`config.mk`:
```
export PLATFORM = sky130hd
export DESIGN_NAME = link_rx_recover
export DESIGN_NICKNAME = d
export VERILOG_FILES = /design/src/rtl/link_rx_recover.sv
export SDC_FILE = /design/constraint.sdc
export NUM_CORES = 1
export LEC_CHECK = 0
export ABC_AREA = 1
export BUFFER_PORTS_ARGS = -buffer_cell sky130_fd_sc_hd__buf_2
export CAP_MARGIN = 20
export CORE_AREA = 5 5 84 86
export DETAILED_ROUTE_END_ITERATION = 12
export DIE_AREA = 0 0 89 91
export GPL_TIMING_DRIVEN = 0
export PLACE_DENSITY = 0.86
export SLEW_MARGIN = 20
export SYNTH_ARGS = -nofsm -noshare
export SYNTH_HDL_FRONTEND = slang
export SYNTH_SLANG_ARGS = --single-unit
```
`constraint.sdc`:
```
create_clock -name clk -period 1.65 [get_ports clk]
set_input_delay 0.33 -clock clk [delete_from_list [all_inputs] [get_ports clk]]
set_output_delay 0.33 -clock clk [all_outputs]
set_load 0.005 [all_outputs]
```
`src/rtl/link_rx_recover.sv`:
```
module link_rx_recover #(
  parameter int DBG_W          = 32,
  parameter int LINK_BIT       = 4,
  parameter int TRAIN_BIT      = 29,
  parameter int CODE_W         = 6,
  parameter logic [CODE_W-1:0] STUCK_CODE = 6'h0D,
  parameter int ADDR_W         = 16,
  parameter int DATA_W         = 16,
  parameter logic [ADDR_W-1:0] RXSTAT_ADDR = 16'h100D,
  parameter logic [ADDR_W-1:0] OVRD_ADDR   = 16'h1005,
  parameter int RX_VALID_BIT   = 0,
  parameter int RXDATA_EN_BIT  = 5,
  parameter int RXPLL_EN_BIT   = 3,
  parameter int MAX_RECHECKS   = 5,
  parameter int RECHECK_TICKS  = 75000,
  parameter int HOLD_TICKS     = 125000
) (
  input  logic              clk,
  input  logic              rst_n,
  input  logic              check_req,
  input  logic [DBG_W-1:0]  dbg_link,
  input  logic [DBG_W-1:0]  dbg_ltssm,
  output logic              phy_req,
  output logic              phy_we,
  output logic [ADDR_W-1:0] phy_addr,
  output logic [DATA_W-1:0] phy_wdata,
  input  logic              phy_done,
  input  logic [DATA_W-1:0] phy_rdata,
  output logic              link_up,
  output logic              check_done,
  output logic              recov_done
);

  localparam int TMAX = (RECHECK_TICKS > HOLD_TICKS) ? RECHECK_TICKS : HOLD_TICKS;
  localparam int TW   = $clog2(TMAX + 1);
  localparam int CW   = $clog2(MAX_RECHECKS + 2);
  localparam logic [TW-1:0] RECHECK_LOAD = TW'(RECHECK_TICKS - 1);
  localparam logic [TW-1:0] HOLD_LOAD    = TW'(HOLD_TICKS - 1);
  localparam logic [CW-1:0] TRIES_LAST   = CW'(MAX_RECHECKS);
  localparam logic [DATA_W-1:0] OVRD_MASK =
    (DATA_W'(1) << RXDATA_EN_BIT) | (DATA_W'(1) << RXPLL_EN_BIT);

  typedef enum logic [3:0] {
    S_IDLE, S_SAMPLE, S_PAUSE, S_RXSTAT,
    S_RD_SET, S_WR_SET, S_HOLD, S_RD_CLR, S_WR_CLR
  } st_t;

  st_t               state;
  logic [TW-1:0]     tmr;
  logic [CW-1:0]     tries;
  logic [DATA_W-1:0] ovrd_q;

  wire is_up    = dbg_link[LINK_BIT];
  wire training = dbg_link[TRAIN_BIT];
  wire [CODE_W-1:0] code = dbg_ltssm[CODE_W-1:0];
  wire unused_dbg = ^{dbg_link, dbg_ltssm};
  wire looks_stuck = !phy_rdata[RX_VALID_BIT] && (code == STUCK_CODE);

  assign phy_req = (state == S_RXSTAT) || (state == S_RD_SET) || (state == S_WR_SET) ||
                   (state == S_RD_CLR) || (state == S_WR_CLR);
  assign phy_we    = (state == S_WR_SET) || (state == S_WR_CLR);
  assign phy_addr  = (state == S_RXSTAT) ? RXSTAT_ADDR : OVRD_ADDR;
  assign phy_wdata = phy_we ? ovrd_q : '0;

  always_ff @(posedge clk) begin
    if (!rst_n) begin
      state      <= S_IDLE;
      tmr        <= '0;
      tries      <= '0;
      ovrd_q     <= '0;
      link_up    <= 1'b0;
      check_done <= 1'b0;
      recov_done <= 1'b0;
    end else begin
      check_done <= 1'b0;
      recov_done <= 1'b0;
      case (state)
        S_IDLE: if (check_req) begin
          state <= S_SAMPLE;
          tries <= '0;
        end
        S_SAMPLE: begin
          if (!is_up) state <= S_RXSTAT;
          else if (!training) begin
            link_up    <= 1'b1;
            check_done <= 1'b1;
            state      <= S_IDLE;
          end else if (tries == TRIES_LAST) state <= S_RXSTAT;
          else begin
            tries <= tries + 1'b1;
            tmr   <= RECHECK_LOAD;
            state <= S_PAUSE;
          end
        end
        S_PAUSE: begin
          if (tmr == '0) state <= S_SAMPLE;
          else tmr <= tmr - 1'b1;
        end
        S_RXSTAT: if (phy_done) begin
          if (looks_stuck) state <= S_RD_SET;
          else begin
            link_up    <= 1'b0;
            check_done <= 1'b1;
            state      <= S_IDLE;
          end
        end
        S_RD_SET: if (phy_done) begin
          ovrd_q <= phy_rdata | OVRD_MASK;
          state  <= S_WR_SET;
        end
        S_WR_SET: if (phy_done) begin
          tmr   <= HOLD_LOAD;
          state <= S_HOLD;
        end
        S_HOLD: begin
          if (tmr == '0) state <= S_RD_CLR;
          else tmr <= tmr - 1'b1;
        end
        S_RD_CLR: if (phy_done) begin
          ovrd_q <= phy_rdata & ~OVRD_MASK;
          state  <= S_WR_CLR;
        end
        S_WR_CLR: if (phy_done) begin
          link_up    <= 1'b0;
          check_done <= 1'b1;
          recov_done <= 1'b1;
          state      <= S_IDLE;
        end
        default: state <= S_IDLE;
      endcase
    end
  end

  // an access holds its request and fields until acknowledged
  p_req_hold_r8: assert property (@(posedge clk) disable iff (!rst_n)
    (phy_req && !phy_done) |=> (phy_req && $stable(phy_addr) && $stable(phy_we) && $stable(phy_wdata)));

  // recovery completion coincides with a not-up report
  p_recov_done_r7: assert property (@(posedge clk) disable iff (!rst_n)
    recov_done |-> (check_done && !link_up));

  // completion is a single-cycle pulse
  p_done_pulse_r2: assert property (@(posedge clk) disable iff (!rst_n)
    check_done |=> !check_done);

  // the result level moves only with a completion
  p_link_hold_r10: assert property (@(posedge clk) disable iff (!rst_n)
    !$stable(link_up) |-> check_done);

endmodule

```
==> results_dict.tcl <==
set metrics [dict create \
    ys_types 31 \
    maxCapViolCount 0 \
    drv_slew 0 \
    drc_errors 0 \
    setup_viol 33 \
    wl_um 8198 \
    max_clock_freq_mhz 551.1 \
    hold_viol 0 \
    drive_above_1_share 0.3360 \
    port_buffers 46 \
    ant_nets 0 \
    syn_avg_cell_area_sq_um 6.231 \
    fin_area_sq_mm 0.003507 \
    vias 3017 \
    fin_nets 586 \
    hold_class "in2reg" \
    ys_ff_latch 42 \
    setup_tns_ns -3.161 \
    start_kind "register" \
    cts_buffer_depth 2 \
    syn_to_final_growth_pct 38.97 \
    worst_slew_pin_slew_ns 0.6620 \
    crit_required_ns 1.32 \
    slowest_stage "dfxtp_4" \
    cp_max_fo 5 \
    synth_top_area_cell "dfxtp_1" \
    die_y_um 91 \
    synth.area.top_cells "dfxtp_1 33%, nand2_1 13%, nor2_1 12%" \
    core_sq_mm 0.006205 \
    globalRouteOverflowTotal 0 \
    yosysSeqAreaShare 0.3332 \
    critPathCaptureType "primary output" \
    grt_max_degree 15 \
    worstPathArrival_ns 1.48 \
    ctsHtreeMaxLevel 2 \
    violations "negative setup slack" \
    rows 29 \
    initial_utilization 0.4067 \
    cpPeakStageDelay_ns 0.37 \
    post-route-period-util 1.100 \
    viasPerCell 5.229 \
    worstSetupPathType "reg2out" \
    drt_pre_antenna_iters 5 \
    synthCells 405 \
    peakVddDrop_v 0.0007566 \
    die_area_sq_mm 0.008099 \
    first_global_vias 2761 \
    rsz0062_at_grt "yes" \
    die_w_um 89 \
    dp_hpwl_um 4777 \
    cts_made_buffers 5 \
    status "finished, violations left" \
    skew_ns 0.01650 \
    clkSlewWorstSetupHoldPaths_ns 0.09 \
    clock_latency_ns 0.32 \
    root_buffer "clkbuf_8" \
    antenna_found_initial 0 \
    fin_ws_ns -0.1645 \
    syn_area_sq_mm 0.002524 \
    ys_warn_count 0 \
    leakage_nw 1.677 \
    cts_tree "built" \
    post-route-min-period_ns 1.815 \
    drt-wirelength-per-cell_um 14.21 \
    synth_top_area_share 0.3332 \
    p_per_area_mw_per_mm2 1635 \
    place_congestion 0.9193 \
    max-slew-margin-rel 0.5587 \
    grt_pass1_wl_um 11680 \
    n_antenna_cell 0 \
    postCtsHoldBufs 0 \
    crit_chain "nor2_4 -> nand3_4 -> nand2_4 -> inv_6 -> buf_6 -> nor2_4 -> buf_4 -> buf_4" \
    placed_area_sq_mm 0.002908 \
    cts.sinks 42 \
    ios 121 \
    groute.usage.overall 0.1757 \
    initialDrtViolationCount 419 \
]
==> through the flow <==
| stage | total power, W | instances | utilization | hold slack, ns | worst slack [ns] |
|---|---|---|---|---|---|
| after floorplan | 0.003211 | 418 | - | 0.4301 | 0.009111 |
| after global placement | 0.003645 | 541 | 0.4686 | 0.4386 | -0.2509 |
| after detailed placement | 0.003732 | 541 | 0.4686 | 0.4471 | -0.2705 |
| after global routing | 0.006088 | 577 | 0.5652 | 0.3356 | -0.2154 |
| after CTS | 0.005047 | 564 | 0.5245 | 0.3139 | -0.1412 |
| final | 0.005735 | 577 | 0.5652 | 0.3010 | -0.1645 |
==> worst max-delay path, delay by kind of cell (launching register included) <==
family / cells / cell delay [ns]
buf+inv: 4 / 0.35
simple gates: 4 / 0.43
flops: 1 / 0.37
==> cell usage after synthesis, drive strengths merged <==
| master | instances |
|---|---|
| a21oi | 33 |
| a31oi | 1 |
| buf | 22 |
| clkbuf | 4 |
| clkinv | 2 |
| conb | 2 |
| dfxtp | 42 |
| ha | 3 |
| inv | 53 |
| nand2 | 88 |
| nand3 | 23 |
| nand3b | 3 |
| nand4 | 7 |
| nor2 | 83 |
| nor3 | 2 |
| nor4 | 1 |
| o21ai | 27 |
| o2bb2ai | 1 |
| or2 | 1 |
| xnor2 | 3 |
| xor2 | 4 |
==> timing repair <==
item,CTS,global route
pin swaps,11,17
buffers inserted,14,13
gates resized for setup,32,57
cloned,1,1
endpoints found under the setup margin,45,53
==> cell usage in the layout (no fill, tap or decap), drive strengths merged, types with 2 or more instances in the layout <==
cell type / synthesis / layout
dfxtp: 42 / 42
o21ai: 27 / 27
ha: 3 / 3
bufinv: 0 / 2
nor2: 83 / 83
inv: 53 / 53
xor2: 4 / 4
nand3: 23 / 23
nor3: 2 / 2
nand4: 7 / 7
clkbuf: 4 / 9
buf: 22 / 96
nand3b: 3 / 3
clkinv: 2 / 3
nand2: 88 / 88
a21oi: 33 / 33
xnor2: 3 / 3
conb: 2 / 15
==> final timing paths <==
check                 from  slack, ns  cells after the start           end
max               state[0]      -0.16                      8  phy_wdata[5]
min          phy_rdata[14]       0.30                      3    ovrd_q[14]
max reg2reg       state[0]      -0.14                     11        tmr[1]
min reg2reg     ovrd_q[10]       0.46                      2    ovrd_q[10]
==> cell families (layout without fill, tap and decap cells) <==
logic type / count (synthesis) / after routing / share of synthesized area
other: 2 / 15 / 0.002976
AOI/OAI and AO/OA: 62 / 62 / 0.1249
DFF: 42 / 42 / 0.3332
xor gates and xnor gates: 7 / 7 / 0.02429
and+or+nand+nor: 208 / 208 / 0.3475
adders and majority gates: 3 / 3 / 0.01488
buffers and inverters: 81 / 163 / 0.1522
==> state kept, by name, summed over array words and instances (netlist names) <==
signal / cells
tmr: 17
ovrd_q: 15
state: 4
tries: 3
check_done: 1
link_up: 1
recov_done: 1
==> power breakdown <==
part	switching (W)	internal [W]
Combinational	0.00196	0.00129
Clock	0.000389	0.000606
Sequential	0.000213	0.00128
==> final cells by class <==
cell class | count | area (sq um)
fillers | 522 | 2698
multi-input cells | 295 | 1553
flip-flops and latches | 42 | 857.1
repair buffers | 75 | 462.9
inverters | 55 | 219.0
plain buffers | 25 | 181.4
well taps | 77 | 96.34
clock buffers | 5 | 68.82
clock inverters | 3 | 68.82
==> metal layers <==
metal | wire length [um] | vias up | global-route usage
met2 | 3988 | 202 | 0.3119
met1 | 3005 | 1338 | 0.1987
met5 | 0 | - | 0
met4 | 419 | 0 | 0.08065
li1 | - | 1422 | -
met3 | 785 | 55 | 0.03258
Note: power is estimated with default switching activity, not from simulation.
